$ cat src/rtl/adc_port_pkg.sv
// Shared definitions for the serial port model: phase encoding and the
// layout constants of the channel-select word. Assumes nothing else.
package adc_port_pkg;

    typedef enum logic [1:0] {
        ST_CONV  = 2'd0,
        ST_SLEEP = 2'd1,
        ST_XFER  = 2'd2
    } port_state_t;

    localparam int          SEL_W      = 8;
    localparam int          CFG_W      = 5;
    localparam logic [1:0]  SEL_PREFIX = 2'b10;
    localparam int          SEL_EN_BIT = 5;

endpackage

$ cat src/rtl/adc_port_sync.sv
// Multi-bit synchronizer. Each bit passes through its own chain of STAGES
// flops. Assumes the bits are independent and slow against clk.
module adc_port_sync #(
    parameter int          W       = 3,
    parameter int          STAGES  = 2,
    parameter logic [W-1:0] RST_VAL = '0
) (
    input  logic         clk,
    input  logic         rst_n,
    input  logic [W-1:0] async_in,
    output logic [W-1:0] sync_out
);

    for (genvar g = 0; g < W; g++) begin : g_bit
        logic [STAGES-1:0] pipe;

        // Shift the raw input through the synchronizer chain.
        always_ff @(posedge clk) begin
            if (!rst_n) pipe <= {STAGES{RST_VAL[g]}};
            else        pipe <= {pipe[STAGES-2:0], async_in[g]};
        end

        assign sync_out[g] = pipe[STAGES-1];
    end

endmodule

$ cat src/rtl/adc_port_conv_timer.sv
// Conversion delay counter. It runs from reset or from start, and raises done
// in its final cycle. Assumes CONV_CYCLES >= 1.
module adc_port_conv_timer #(
    parameter int CONV_CYCLES = 1000,
    localparam int CCW = $clog2(CONV_CYCLES + 1)
) (
    input  logic           clk,
    input  logic           rst_n,
    input  logic           start,
    output logic           done,
    output logic [CCW-1:0] count
);

    localparam logic [CCW-1:0] LAST = CCW'(CONV_CYCLES - 1);

    logic running;

    // Count conversion cycles and stop at the last one.
    always_ff @(posedge clk) begin
        if (!rst_n) begin
            running <= 1'b1;
            count   <= '0;
        end else if (start) begin
            running <= 1'b1;
            count   <= '0;
        end else if (running) begin
            if (count == LAST) running <= 1'b0;
            else               count   <= count + 1'b1;
        end
    end

    assign done = running && (count == LAST);

endmodule

$ cat src/rtl/adc_port_shifter.sv
// Serial datapath. The output shift register shifts on qualified falling
// edges. The input word is collected on the first SEL_W qualified rising
// edges, and the falling edges are counted. Load clears all of it.
module adc_port_shifter
    import adc_port_pkg::*;
#(
    parameter int WORD_W = 24,
    localparam int FCW = $clog2(WORD_W + 1),
    localparam int RCW = $clog2(SEL_W + 1)
) (
    input  logic              clk,
    input  logic              rst_n,
    input  logic              load,
    input  logic [WORD_W-1:0] load_word,
    input  logic              shift_in,
    input  logic              shift_out,
    input  logic              sdi_bit,
    output logic              out_msb,
    output logic [SEL_W-1:0]  sel_word,
    output logic [FCW-1:0]    fall_cnt,
    output logic              sel_full
);

    logic [WORD_W-1:0] out_sr;
    logic [RCW-1:0]    rise_cnt;

    // Hold the result word and shift it MSB first, filling the back with ones.
    always_ff @(posedge clk) begin
        if (!rst_n)         out_sr <= '1;
        else if (load)      out_sr <= load_word;
        else if (shift_out) out_sr <= {out_sr[WORD_W-2:0], 1'b1};
    end

    // Collect the first SEL_W input bits, MSB first.
    always_ff @(posedge clk) begin
        if (!rst_n || load) begin
            sel_word <= '0;
            rise_cnt <= '0;
        end else if (shift_in && rise_cnt != RCW'(SEL_W)) begin
            sel_word <= {sel_word[SEL_W-2:0], sdi_bit};
            rise_cnt <= rise_cnt + 1'b1;
        end
    end

    // Count falling edges, saturating at the word length.
    always_ff @(posedge clk) begin
        if (!rst_n || load)                          fall_cnt <= '0;
        else if (shift_out && fall_cnt != FCW'(WORD_W)) fall_cnt <= fall_cnt + 1'b1;
    end

    assign out_msb  = out_sr[WORD_W-1];
    assign sel_full = (fall_cnt >= FCW'(SEL_W));

endmodule

$ cat src/rtl/adc_port_emu.sv
// Device-side model of a delta-sigma converter's four-wire serial port.
// Phases: conversion (fixed delay) -> sleep with a result -> transfer.
// Assumes sck and cs_n change slowly against clk; all serial pins are
// synchronized here, so responses lag each pin edge by a few clocks.
module adc_port_emu
    import adc_port_pkg::*;
#(
    parameter int               RES_BITS    = 21,
    parameter int               CONV_CYCLES = 1000,
    parameter int               SYNC_STAGES = 2,
    parameter logic [CFG_W-1:0] CHAN_RST    = '0,
    localparam int DATA_W = RES_BITS + 1,
    localparam int WORD_W = RES_BITS + 3,
    localparam int FCW    = $clog2(WORD_W + 1),
    localparam int CCW    = $clog2(CONV_CYCLES + 1)
) (
    input  logic              clk,
    input  logic              rst_n,
    input  logic              cs_n,
    input  logic              sck,
    input  logic              sdi,
    input  logic [DATA_W-1:0] conv_data,
    output logic              sdo,
    output logic              sdo_oe,
    output logic [CFG_W-1:0]  chan_cfg
);

    logic [2:0]       pins_s;
    logic             cs_lvl, sck_lvl, sdi_lvl;
    logic [1:0]       edge_q;
    logic             cs_rise, sck_rise, sck_fall;
    port_state_t      state, state_nxt;
    logic             conv_start, conv_done, load, commit;
    logic [CCW-1:0]   conv_cnt;
    logic             shift_in, shift_out, out_msb, sel_full;
    logic [SEL_W-1:0] sel_word;
    logic [FCW-1:0]   fall_cnt;
    logic             sel_ok;

    adc_port_sync #(
        .W       (3),
        .STAGES  (SYNC_STAGES),
        .RST_VAL (3'b100)
    ) u_sync (
        .clk      (clk),
        .rst_n    (rst_n),
        .async_in ({cs_n, sck, sdi}),
        .sync_out (pins_s)
    );

    assign cs_lvl  = pins_s[2];
    assign sck_lvl = pins_s[1];
    assign sdi_lvl = pins_s[0];

    // Remember the previous chip select and clock levels for edge detection.
    always_ff @(posedge clk) begin
        if (!rst_n) edge_q <= 2'b10;
        else        edge_q <= {cs_lvl, sck_lvl};
    end

    assign cs_rise  =  cs_lvl  & ~edge_q[1];
    assign sck_rise =  sck_lvl & ~edge_q[0];
    assign sck_fall = ~sck_lvl &  edge_q[0];

    adc_port_conv_timer #(
        .CONV_CYCLES (CONV_CYCLES)
    ) u_timer (
        .clk   (clk),
        .rst_n (rst_n),
        .start (conv_start),
        .done  (conv_done),
        .count (conv_cnt)
    );

    assign shift_in  = sck_rise && !cs_lvl && (state != ST_CONV);
    assign shift_out = sck_fall && !cs_lvl && (state == ST_XFER);

    adc_port_shifter #(
        .WORD_W (WORD_W)
    ) u_shift (
        .clk       (clk),
        .rst_n     (rst_n),
        .load      (load),
        .load_word ({1'b0, 1'b0, conv_data}),
        .shift_in  (shift_in),
        .shift_out (shift_out),
        .sdi_bit   (sdi_lvl),
        .out_msb   (out_msb),
        .sel_word  (sel_word),
        .fall_cnt  (fall_cnt),
        .sel_full  (sel_full)
    );

    // Choose the next phase and the one-cycle actions that go with it.
    always_comb begin
        state_nxt  = state;
        conv_start = 1'b0;
        load       = 1'b0;
        commit     = 1'b0;
        case (state)
            ST_CONV: begin
                if (conv_done) begin
                    state_nxt = ST_SLEEP;
                    load      = 1'b1;
                end
            end
            ST_SLEEP: begin
                if (sck_rise && !cs_lvl) state_nxt = ST_XFER;
            end
            ST_XFER: begin
                if (cs_rise) begin
                    state_nxt  = ST_CONV;
                    conv_start = 1'b1;
                    commit     = sel_full;
                end else if (shift_out && fall_cnt == FCW'(WORD_W - 1)) begin
                    state_nxt  = ST_CONV;
                    conv_start = 1'b1;
                    commit     = 1'b1;
                end
            end
            default: state_nxt = ST_CONV;
        endcase
    end

    // Advance the phase register.
    always_ff @(posedge clk) begin
        if (!rst_n) state <= ST_CONV;
        else        state <= state_nxt;
    end

    assign sel_ok = (sel_word[SEL_W-1 -: 2] == SEL_PREFIX) && sel_word[SEL_EN_BIT];

    // Apply a valid select word as the next conversion begins.
    always_ff @(posedge clk) begin
        if (!rst_n)                chan_cfg <= CHAN_RST;
        else if (commit && sel_ok) chan_cfg <= sel_word[CFG_W-1:0];
    end

    assign sdo_oe = ~cs_lvl;
    assign sdo    = sdo_oe & ((state == ST_CONV) ? 1'b1 : out_msb);

endmodule

$ cat config.mk
export PLATFORM = sky130hd
export DESIGN_NAME = adc_port_emu
export DESIGN_NICKNAME = d
export VERILOG_FILES = /design/src/rtl/adc_port_pkg.sv /design/src/rtl/adc_port_sync.sv /design/src/rtl/adc_port_conv_timer.sv /design/src/rtl/adc_port_shifter.sv /design/src/rtl/adc_port_emu.sv
export SDC_FILE = /design/constraint.sdc
export NUM_CORES = 1
export LEC_CHECK = 0
export CAP_MARGIN = 10
export CORE_MARGIN = 4
export CORE_UTILIZATION = 50
export DETAILED_ROUTE_END_ITERATION = 10
export PLACE_DENSITY = 0.73
export SLEW_MARGIN = 20
export SYNTH_ARGS = -nofsm -noshare
export SYNTH_HDL_FRONTEND = slang
export SYNTH_SLANG_ARGS = --single-unit
export TNS_END_PERCENT = 100
$ cat constraint.sdc
create_clock -name clk -period 2.3 [get_ports clk]
set_input_delay 0.69 -clock clk [delete_from_list [all_inputs] [get_ports clk]]
set_output_delay 0.69 -clock clk [all_outputs]
set_load 0.005 [all_outputs]
## Word-level counts from Yosys, hierarchy flattened

Cells that the tools add are included.

| operators by class | value |
|---|---|
| equal/unequal tests | 10 |
| order comparisons | 1 |
| multiplexer cells | 17 |
| reduce and logical (&&, ||, !) cells | 19 |
| bitwise logic cells | 10 |
| add/sub/neg operators | 3 |

Operators by type and width:

| operator | number |
|---|---|
| $mux W24 | 2 |
| $add A10 B1 Y10 const B | 1 |
| $eq A10 B10 Y1 const B | 1 |
| $logic_and A1 B1 Y1 | 10 |
| $mux W1 | 10 |
| $mux W2 | 4 |
| $not A1 Y1 | 6 |
| $pmux W2 S3 | 1 |
| $add A5 B1 Y5 const B | 1 |
| $eq A5 B5 Y1 const B | 1 |
| $ge A5 B4 Y1 const B | 1 |
| $ne A5 B5 Y1 const B | 1 |
| $add A4 B1 Y4 const B | 1 |
| $and A1 B1 Y1 | 4 |
| $eq A2 B2 Y1 const B | 2 |
| $ne A2 B2 Y1 const B | 2 |
| $ne A4 B4 Y1 const B | 1 |
| $reduce_bool A2 Y1 | 2 |
| $ne A3 B2 Y1 const B | 1 |
| $reduce_and A3 Y1 | 1 |
| $eq A2 B1 Y1 const B | 1 |
| $logic_not A1 Y1 | 2 |
| $logic_not A2 Y1 | 1 |
| $reduce_and A2 Y1 | 1 |
| 2 further kinds | 2 |

| word-level totals | value |
|---|---|
| output and inout bits | 7 |
| word-level logic and storage cells | 72 |
| register bits | 67 |

## Longest topological paths before layout

Gate-level depths: netlist of the first run.

| logic depth | value |
|---|---|
| word-level depth | 9 |
| mapped depth | 7 |
| mapped depth without buffers | 6 |

## By module

From an unflattened synthesis of the first run, not the netlist that was laid out.

| unflattened totals | value |
|---|---|
| cells, all modules | 327 |
| area total of the unflattened synthesis | 3,175.5 sq um |

By module, submodules not included:

| module | cells each | area each (sq um) | instances | seq. area each (sq um) |
|---|---|---|---|---|
| adc_port_shifter | 186 | 1,883.1 | 1 | 820.8 |
| adc_port_conv_timer | 68 | 623.1 | 1 | 220.2 |
| adc_port_emu | 58 | 489.2 | 1 | 180.2 |
| adc_port_sync | 15 | 180.2 | 1 | 120.1 |

## Least setup slack after synthesis of the first run

Ideal clock, no wire load.

| timing path | value |
|---|---|
| kind | input to register |
| start point | in rst_n |
| end point | reg u_shift.out_sr[10] |
| path slack | 0.603 ns |
| buffers on the path | 1 |
| stages | 4 |
| arrival | 1.583 ns |
| required time | 2.186 ns |
| path through | clkinv_1 dlygate4sd1_1 a221o_1 a21o_1 |

RTL lines:

| what | line | text |
|---|---|---|
| start: declaration | adc_port_emu.sv:18 | `input logic rst_n,` |
| end signal: assignment | adc_port_shifter.sv:30 | `else if (load) out_sr <= load_word;` |
| end signal: assignment | adc_port_shifter.sv:31 | `else if (shift_out) out_sr <= {out_sr[WORD_W-2:0], 1'b1};` |
| end: declaration | adc_port_shifter.sv:24 | `logic [WORD_W-1:0] out_sr;` |

## Worst setup path in the final report of the first run

| timing path | value |
|---|---|
| start point | reg state[1] |
| end point | out sdo |

| between the ends | value |
|---|---|
| cells in the longest elaborated chain, start to end | 3 |

RTL lines:

| what | line | text |
|---|---|---|
| start: declaration | adc_port_emu.sv:32 | `port_state_t state, state_nxt;` |
| start signal: assignment | adc_port_emu.sv:128 | `else state <= state_nxt;` |
| $logic_not A2 Y1 | adc_port_emu.sv:140 | `assign sdo = sdo_oe & ((state == ST_CONV) ? 1'b1 : out_msb);` |
| $mux W1 | adc_port_emu.sv:140 |  |
| $and A1 B1 Y1 | adc_port_emu.sv:140 |  |
| end: declaration | adc_port_emu.sv:23 | `output logic sdo,` |

No other way between the ends.

==> run summary, run 1 <==
status -> finished clean
grt ovf -> 0
CP Launch Point -> state[1]
hold_ws -> 0.420 ns
total clock buffers created by CTS -> 9
Post-Synth XOR/XNOR Area -> 3.66%
CP Launch Type -> flip-flop
Tcrit/Tclk final -> 97.5%
main area contributors after synthesis -> dfxtp_1, a221o_1, a21o_1
Critical Path Fanout Max -> 8
Seq cells post-synth -> 67
most frequent cells in the layout -> dfxtp_1, clkdlybuf4s50_1, nor2_1
peak supply drop -> 432 uV
std cell rows -> 27
critical path class -> flip-flop to primary output
CP endpoint kind -> primary output
Worst Tran Pin Value -> 0.818 ns
number of hold buffers added after cts -> 0
Pleak -> 0.00129 uW
min cycle time layout -> 2.24 ns
chip width -> 83.8 um
Clk Latency, worst-skew pair -> 0.33 ns
hold path depth -> 1
Hold Vio Cnt, Final -> 0
number of warning messages in the yosys log -> 0
share of cells above drive strength 1 -> 13.0%
post-synthesis sequential area ratio -> 46.7%
vias -> 2209
commonest non-fill, non-tap cell in the layout -> dfxtp_1
class of the worst hold path -> flip-flop to flip-flop
top-area cell type share of the netlist area -> 46.7%
Die Footprint -> 0.00702 sq mm
syn_nets -> 312
Initial Util -> 51.9%
CP arrival -> 1.55 ns
number of synthesized flops with an enable pin -> 0
top_reg_cell synth -> dfxtp_1
routed wire length -> 5.42 mm
Post-CTS Setup Inserts -> 0
DR vias/cell -> 5.59
hold path endpoint -> u_sync.g_bit[2].pipe[1]
Die Ht -> 83.8 um
first-pass GRT wire length -> 9.10 mm
Async S/R FF share, synth -> 0%
CP Data Required Time -> 1.61 ns
boundary pin count -> 34
WL per Instance -> 13.7 um
R2R Path End -> u_timer.count[2]
Yosys top cell by area -> dfxtp_1
Final nets -> 350
drt pass-1 iters -> 4
htree depth -> 3
worst r2r src -> u_sync.g_bit[2].pipe[1]
vias in the first global route -> 1982
Initial DRC Count -> 77
flop2flop setup slack -> 0.35 ns
Clock Skew -> 0.00732 ns
CTS clk-pin slew, worst paths -> 0.08 ns
fmax -> 0.446 GHz
slew margin rel. -> 45.4%
Compound-Gate Fraction of Synth Area -> 19.6%
residual DRC count -> 0
largest family of logic cells by synthesized area -> compound AO/OA/AOI/OAI gates
setup_tns -> 0 ns
hold_sp -> u_sync.g_bit[2].pipe[0]
Post-Synth Simple-Gate Area -> 18.4%
library cells used by synthesis -> 51
total power divided by cell area -> 661 mW/mm^2
Core Box Area -> 0.00554 sq mm
CTS resizes -> 0
area share of fa/ha/maj cells after synthesis -> 2.18%
area of the mapped netlist -> 0.00287 sq mm
max-cap violation count -> 0
CTS tree -> done
largest net degree at the start of global routing -> 29
DRT antenna net count -> 0
IO Port Bufs -> 33
unrepaired setup endpoints after global routing -> no
CTS root buffer -> clkbuf_8
number of setup violations in the final report -> 0
# diodes -> 0
Syn-to-layout area delta -> 19.5%
Max Root-Sink Buffers -> 2
last weighted congestion value of the routability-driven placer -> 0.719
mux contribution to synthesized area -> 4.18%
clock sink total -> 67
initial antenna violation count -> 0
GRT Overall Usage -> 15.7%
Gate Count Post-Synth -> 280
syn avg cell area -> 10.3 sq um
post-DP HPWL -> 3.72 mm
Slew Viols, Final -> 0
Reg2Reg Depth -> 5
[where the power goes]
group          switching (uW)  internal (uW)  leakage (uW)
Combinational            42.4           70.0      0.000646
Clock                     452            530      0.000102
Sequential               7.61           1170      0.000543
Total                     502           1770       0.00129
[cells in the mapped netlist, types with 2 or more instances]
cell,n
o21ai_0,9
nand3_1,5
a221o_2,5
or3_1,3
a21o_1,20
buf_2,3
mux2i_1,12
xor2_1,3
and2_1,5
nor2_1,30
clkbuf_1,2
dfxtp_1,67
ha_1,5
nand3b_1,4
nand2_1,8
a221o_1,16
inv_1,7
xnor2_1,9
nand4_1,9
o21ai_2,2
nand2b_1,3
buf_6,7
nor3b_1,4
a21oi_1,11
nor3_1,5
[registers in the layout, summed over array words and instances (netlist names)]
register	flops
u_shift.out_sr	24
u_timer.count	10
u_shift.sel_word	8
u_sync.g_bit.pipe	6
chan_cfg	5
u_shift.fall_cnt	5
u_shift.rise_cnt	4
edge_q	2
state	2
u_timer.running	1
[kinds of logic (layout without fill, tap and decap cells)]
logic type | count (synthesis) | in the layout
compound gates | 71 | 71
xor+xnor | 12 | 12
fa+ha+maj | 5 | 5
buf+inv | 22 | 65
flops | 67 | 67
mux | 12 | 12
simple gates | 91 | 91
[cell type report]
cell class / instances / area [sq um]
Clock buffer: 10 / 138
Sequential cell: 67 / 1340
Inverter: 8 / 30.0
Multi-Input combinational cell: 191 / 1380
Timing Repair Buffer: 41 / 390
Tap cell: 72 / 90.1
Clock inverter: 6 / 65.1
Fill cell: 484 / 2100
[how the worst max path moves through the flow]
stage | cells after the start | slack [ns] | endpoint
6_report | 4 | 0.06 | sdo
5_1_grt | 4 | 0.01 | sdo
4_1_cts | 4 | 0.06 | sdo
3_5_place_dp | 5 | 0.23 | u_shift.out_sr[1]
3_3_place_gp | 5 | 0.25 | u_shift.out_sr[1]
2_1_floorplan | 4 | 0.60 | u_shift.out_sr[10]
[worst max-delay path: stages (launching register included)]
cell             delay (ns)
dfxtp_1                0.39
nor2_1                 0.12
nor2_1                 0.05
nor2_1                 0.15
clkdlybuf4s50_1        0.53
[through the flow]
step                area [sq um]  power (uW)  instances  setup WS (ns)  utilization (%)
global placement            3230        1310        379          0.248             58.3
finish                      3440        2270        395         0.0565             62.0
floorplan                   2870        1250        280          0.603                -
CTS                         3430        2280        395         0.0606             62.0
global route                3440        2350        395         0.0132             62.0
detailed placement          3230        1320        379          0.228             58.3
[metal layers]
layer  track usage [%]  wire length (um)  vias to the layer above
met5                 0                 0                        -
met4              7.46                95                        0
met3              3.36               195                        8
met2              23.6              2480                       39
met1              21.5              2650                     1064
li1                  -                 -                     1098
No activity file was read; power rests on OpenSTA's default activity.
==> run 2, diff against run 1 <==
--- a/config.mk
+++ b/config.mk
@@ -6,7 +6,6 @@
 export NUM_CORES = 1
 export LEC_CHECK = 0
 export CAP_MARGIN = 10
-export CORE_MARGIN = 4
 export CORE_UTILIZATION = 50
 export DETAILED_ROUTE_END_ITERATION = 10
 export PLACE_DENSITY = 0.73
==> run 2 against run 1 <==
Register-to-register slack worse by 0.05 ns. Die area down 14%. First-iteration DRC count up 45%.
==> run summary, run 2 (same netlist as run 1, synthesis figures left out) <==
hold path depth -> 1 (unchanged)
total clock buffers created by CTS -> 9 (unchanged)
clock sink total -> 67 (unchanged)
final cell count without fillers -> 396 (+0.25%)
last weighted congestion value of the routability-driven placer -> 0.725 (+0.78%)
Clock Skew -> 0.00862 ns (+0.00130 ns)
boundary pin count -> 34 (unchanged)
Initial DRC Count -> 112 (+45%)
Filler cells -> 478 (-1.2%)
CTS resizes -> 0 (unchanged)
drt pass-1 iters -> 4 (unchanged)
vias -> 2187 (-1.0%)
CTS clk-pin slew, worst paths -> 0.07 ns (about the same)
CP Data Required Time -> 1.61 ns (about the same)
slew margin rel. -> 45.1% (-0.31 points)
class of the worst hold path -> flip-flop to flip-flop
CTS root buffer -> clkbuf_8
Initial Util -> 52.2% (+0.32 points)
DRT antenna net count -> 0 (unchanged)
CTS tree -> done
Worst Tran Pin Value -> 0.822 ns (+0.00462 ns)
share of cells above drive strength 1 -> 12.7% (-0.35 points)
number of hold buffers added after cts -> 0 (unchanged)
largest net degree at the start of global routing -> 23 (-21%)
grt ovf -> 0 (unchanged)
chip width -> 77.8 um (-7.2%)
DR vias/cell -> 5.52 (-1.2%)
number of setup violations in the final report -> 0 (unchanged)
Die Ht -> 77.8 um (-7.2%)
Final nets -> 351 (+0.29%)
critical path class -> flip-flop to primary output
Util after Layout -> 63.0% (+0.95 points)
min cycle time layout -> 2.23 ns (-0.0167 ns)
Slew Viols, Final -> 0 (unchanged)
initial antenna violation count -> 0 (unchanged)
commonest non-fill, non-tap cell in the layout -> dfxtp_1
most frequent cells in the layout -> dfxtp_1, clkdlybuf4s50_1, nor2_1
Reg2Reg Depth -> 5 (unchanged)
setup_tns -> 0 ns (unchanged)
max FFs per register -> 24 (unchanged)
WL per Instance -> 14.0 um (+2.5%)
Placement Setup Slack -> 0.210 ns (-0.0176 ns)
post-DP HPWL -> 3.77 mm (+1.3%)
fmax -> 0.449 GHz (+0.75%)
Max Root-Sink Buffers -> 2 (unchanged)
# diodes -> 0 (unchanged)
final worst slack -> 0.0733 ns (+0.0167 ns)
CP endpoint kind -> primary output
biggest regs -> u_shift.out_sr: 24 flops, u_timer.count: 10 flops, u_shift.sel_word: 8 flops
Largest Register -> u_shift.out_sr
std cell rows -> 27 (unchanged)
placed cell count -> 380 (+0.26%)
routed wire length -> 5.56 mm (+2.7%)
peak supply drop -> 395 uV (-8.4%)
Hold Vio Cnt, Final -> 0 (unchanged)
Clk Latency, worst-skew pair -> 0.35 ns (+0.02 ns)
status -> finished clean
CP Launch Type -> flip-flop
IO Port Bufs -> 33 (unchanged)
first-pass GRT wire length -> 9.48 mm (+4.2%)
vias in the first global route -> 2117 (+6.8%)
Post-CTS Setup Inserts -> 0 (unchanged)
max-cap violation count -> 0 (unchanged)
Syn-to-layout area delta -> 20.6%
Pleak -> 0.00131 uW (+1.1%)
CP arrival -> 1.54 ns (about the same)
Die Footprint -> 0.00606 sq mm (-14%)
residual DRC count -> 0 (unchanged)
Tcrit/Tclk final -> 96.8% (-0.73 points)
Critical Path Fanout Max -> 8 (unchanged)
htree depth -> 3 (unchanged)
GRT Overall Usage -> 20.3% (+4.5 points)
unrepaired setup endpoints after global routing -> no
flop2flop setup slack -> 0.30 ns (-0.05 ns)
Core Box Area -> 0.00551 sq mm (-0.61%)
total power divided by cell area -> 694 mW/mm^2 (+5.0%)
-- run 2: worst max-delay path, cell delays in order, from the launching register on --
cell and delay [ns]:
dfxtp_1 0.38, nor2_1 0.12, nor2_1 0.04, nor2_1 0.13, clkdlybuf4s50_1 0.52
-- run 2: stage by stage --
step / total power, uW / hold slack (ns) / area (sq um)
3_5_place_dp: 1320 / 0.392 / 3240
3_3_place_gp: 1320 / 0.396 / 3240
6_report: 2410 / 0.404 / 3470
5_1_grt: 2480 / 0.442 / 3470
2_1_floorplan: 1250 / 0.386 / 2870
4_1_cts: 2420 / 0.406 / 3470
-- run 2: area by class of cell --
cell class                 instances  area [sq um]  share of cell area, %
multi-input combinational        191          1380                   39.8
sequential                        67          1340                   38.7
timing repair buffer              42           398                   11.5
clock buffer                      12           155                   4.47
tap                               72          90.1                   2.60
clock inverter                     4          72.6                   2.09
inverter                           8          30.0                  0.866
-- run 2: final timing paths --
path / to / from
setup / recovery: sdo / state[0]
hold / removal: u_sync.g_bit[2].pipe[1] / u_sync.g_bit[2].pipe[0]
setup reg to reg: u_shift.fall_cnt[2] / u_timer.count[0]
hold reg to reg: u_sync.g_bit[2].pipe[1] / u_sync.g_bit[2].pipe[0]
-- run 2: routing by layer --
metal | GRT usage (%) | part of all wire (%)
met1 | 23.7 | 47
met5 | 0 | 0
met2 | 33.9 | 48
met3 | 6.24 | 3.7
met4 | 9.06 | 1.4
-- run 2: power by group --
group | switching [uW] | internal [uW] | total, uW
Combinational | 42.7 | 70.2 | 113
Clock | 448 | 668 | 1120
Sequential | 7.13 | 1170 | 1180
Total | 498 | 1910 | 2410
==> run 3, diff against run 2 <==
==> constraint.sdc (replaced) <==
create_clock -name clk -period 2.3 [get_ports clk]
set_input_delay 0.69 -clock clk [delete_from_list [all_inputs] [get_ports clk]]
set_output_delay 0.69 -clock clk [all_outputs]
set_load 0.05 [all_outputs]
==> run 3 against run 2 <==
Final area is 1.7% lower. Total power decreased by 12%. Critical endpoint is now chan_cfg[0]. Sequential cell count stayed put. Register-to-register slack better by 0.03 ns. Count of clock-buffer cells in the layout fell by 1. Routed wire length decreased by 3.1%.
==> run summary, run 3 (same netlist as run 1, synthesis figures left out) <==
status -> finished clean
Buffers & Inverters on Critical Path -> 1 (unchanged)
CTS tree -> done
IO Port Bufs -> 33 (unchanged)
biggest regs -> u_shift.out_sr: 24 flops, u_timer.count: 10 flops, u_shift.sel_word: 8 flops
Reg2Reg Depth -> 5 (unchanged)
fmax -> 0.463 GHz (+3.2%)
Util after Layout -> 61.9% (-1.0 points)
CP endpoint kind -> primary output
Largest Register -> u_shift.out_sr
most frequent cells in the layout -> dfxtp_1, clkdlybuf4s50_1, nor2_1
clock sink total -> 67 (unchanged)
class of the worst hold path -> flip-flop to flip-flop
CP Data Required Time -> 1.61 ns (about the same)
std cell rows -> 27 (unchanged)
delay-heaviest family, CP -> buffers and inverters
CP Launch Point -> chan_cfg[0]
min cycle time layout -> 2.16 ns (-0.0687 ns)
routed wire length -> 5.39 mm (-3.1%)
initial antenna violation count -> 0 (unchanged)
Pleak -> 0.00130 uW (-0.12%)
vias in the first global route -> 2061 (-2.6%)
number of setup violations in the final report -> 0 (unchanged)
critical path class -> flip-flop to primary output
Max Root-Sink Buffers -> 2 (unchanged)
drt pass-1 iters -> 4 (unchanged)
slew margin rel. -> 45.0% (-0.14 points)
setup_tns -> 0 ns (unchanged)
Stages on worst setup path -> 1 (-3)
unrepaired setup endpoints after global routing -> no
hold_sp -> u_sync.g_bit[2].pipe[0]
number of hold buffers added after cts -> 0 (unchanged)
last weighted congestion value of the routability-driven placer -> 0.743 (+2.5%)
Post-CTS Setup Inserts -> 0 (unchanged)
residual DRC count -> 0 (unchanged)
Die Footprint -> 0.00606 sq mm (unchanged)
flop2flop setup slack -> 0.33 ns (+0.03 ns)
vias -> 2156 (-1.4%)
DRT antenna net count -> 0 (unchanged)
CTS clk-pin slew, worst paths -> 0.07 ns (about the same)
max FFs per register -> 24 (unchanged)
CP arrival -> 1.47 ns (-0.07 ns)
total clock buffers created by CTS -> 9 (unchanged)
worst r2r src -> u_timer.count[0]
commonest non-fill, non-tap cell in the layout -> dfxtp_1
Tot Pwr -> 2130 uW (-12%)
grt ovf -> 0 (unchanged)
Worst Tran Pin Value -> 0.824 ns (+0.00203 ns)
Syn-to-layout area delta -> 18.6%
first-pass GRT wire length -> 9.18 mm (-3.1%)
R2R Path End -> u_shift.sel_word[1]
CP max stage cell -> clkdlybuf4s50_1
CP endpoint -> chan_cfg[0]
DR vias/cell -> 5.44 (-1.4%)
peak supply drop -> 440 uV (+11%)
Die Ht -> 77.8 um (unchanged)
CP Cell Sequence -> clkdlybuf4s50_1
Tcrit/Tclk final -> 93.8% (-3.0 points)
# diodes -> 0 (unchanged)
Initial Util -> 52.2% (unchanged)
Clock Skew -> 0.0103 ns (+0.00165 ns)
Crit path largest cell delay -> 0.80 ns (+0.28 ns)
boundary pin count -> 34 (unchanged)
htree depth -> 3 (unchanged)
post-DP HPWL -> 3.81 mm (+1.1%)
Core Box Area -> 0.00551 sq mm (unchanged)
Clk Latency, worst-skew pair -> 0.33 ns (-0.02 ns)
GRT Overall Usage -> 19.5% (-0.73 points)
Initial DRC Count -> 110 (-1.8%)
CP Launch Type -> flip-flop
WL per Instance -> 13.6 um (-3.1%)
Final nets -> 351 (unchanged)
Slew Viols, Final -> 0 (unchanged)
chip width -> 77.8 um (unchanged)
CTS root buffer -> clkbuf_8
share of cells above drive strength 1 -> 13.0% (+0.31 points)
total power divided by cell area -> 624 mW/mm^2 (-10%)
Hold Vio Cnt, Final -> 0 (unchanged)
largest net degree at the start of global routing -> 23 (unchanged)
max-cap violation count -> 0 (unchanged)
Critical Path Fanout Max -> 2 (-6)
[run 3: changes by cell type in the layout (fill, tap and decap cells not counted)]
cell | previous run | this run
buf_4 | 9 | 10
clkinv_4 | 0 | 1
clkdlybuf4s50_1 | 33 | 31
clkinvlp_4 | 1 | 0
clkbuf_8 | 11 | 10
clkinv_2 | 1 | 4
bufinv_16 | 2 | 0
dlymetal6s2s_1 | 0 | 1
[run 3: repair_timing]
action / CTS / global route
hold endpoints to repair: 0 / 0
endpoints found under the setup margin: 0 / 1
gates resized for setup: 0 / 1
[run 3: stage by stage]
stage | setup slack [ns] | area (sq um) | cells | hold slack, ns
finish | 0.142 | 3410 | 396 | 0.413
global route | 0.0762 | 3410 | 396 | 0.424
CTS | 0.00516 | 3410 | 396 | 0.419
detailed placement | 0.214 | 3240 | 380 | 0.398
global placement | 0.220 | 3240 | 380 | 0.395
floorplan | 0.491 | 2870 | 280 | 0.386
[run 3: routing by layer]
metal	GRT usage (%)	vias up	wire [um]
li1	-	1103	-
met3	7.06	2	122
met1	23.2	1023	2600
met4	5.66	0	24
met2	32.9	28	2640
met5	0	-	0
[run 3: power breakdown]
part	total, uW	internal (uW)	switching, uW
Combinational	117	70.1	47.3
Clock	834	415	419
Sequential	1180	1170	7.55
Total	2130	1660	474
[run 3: worst min path at each step]
stage / slack (ns) / end / cells after the start
6_report: 0.41 / u_sync.g_bit[2].pipe[1] / 1
5_1_grt: 0.42 / u_sync.g_bit[2].pipe[1] / 1
4_1_cts: 0.42 / u_sync.g_bit[2].pipe[1] / 1
3_5_place_dp: 0.40 / u_sync.g_bit[2].pipe[1] / 1
3_3_place_gp: 0.40 / u_sync.g_bit[2].pipe[1] / 1
2_1_floorplan: 0.39 / u_sync.g_bit[2].pipe[1] / 1
[run 3: cell type report]
class / instances / area (sq um)
Clock buffer: 11 / 141
Clock inverter: 5 / 28.8
Fill cell: 499 / 2100
Inverter: 8 / 30.0
Multi-Input combinational cell: 191 / 1380
Sequential cell: 67 / 1340
Tap cell: 72 / 90.1
Timing Repair Buffer: 42 / 398
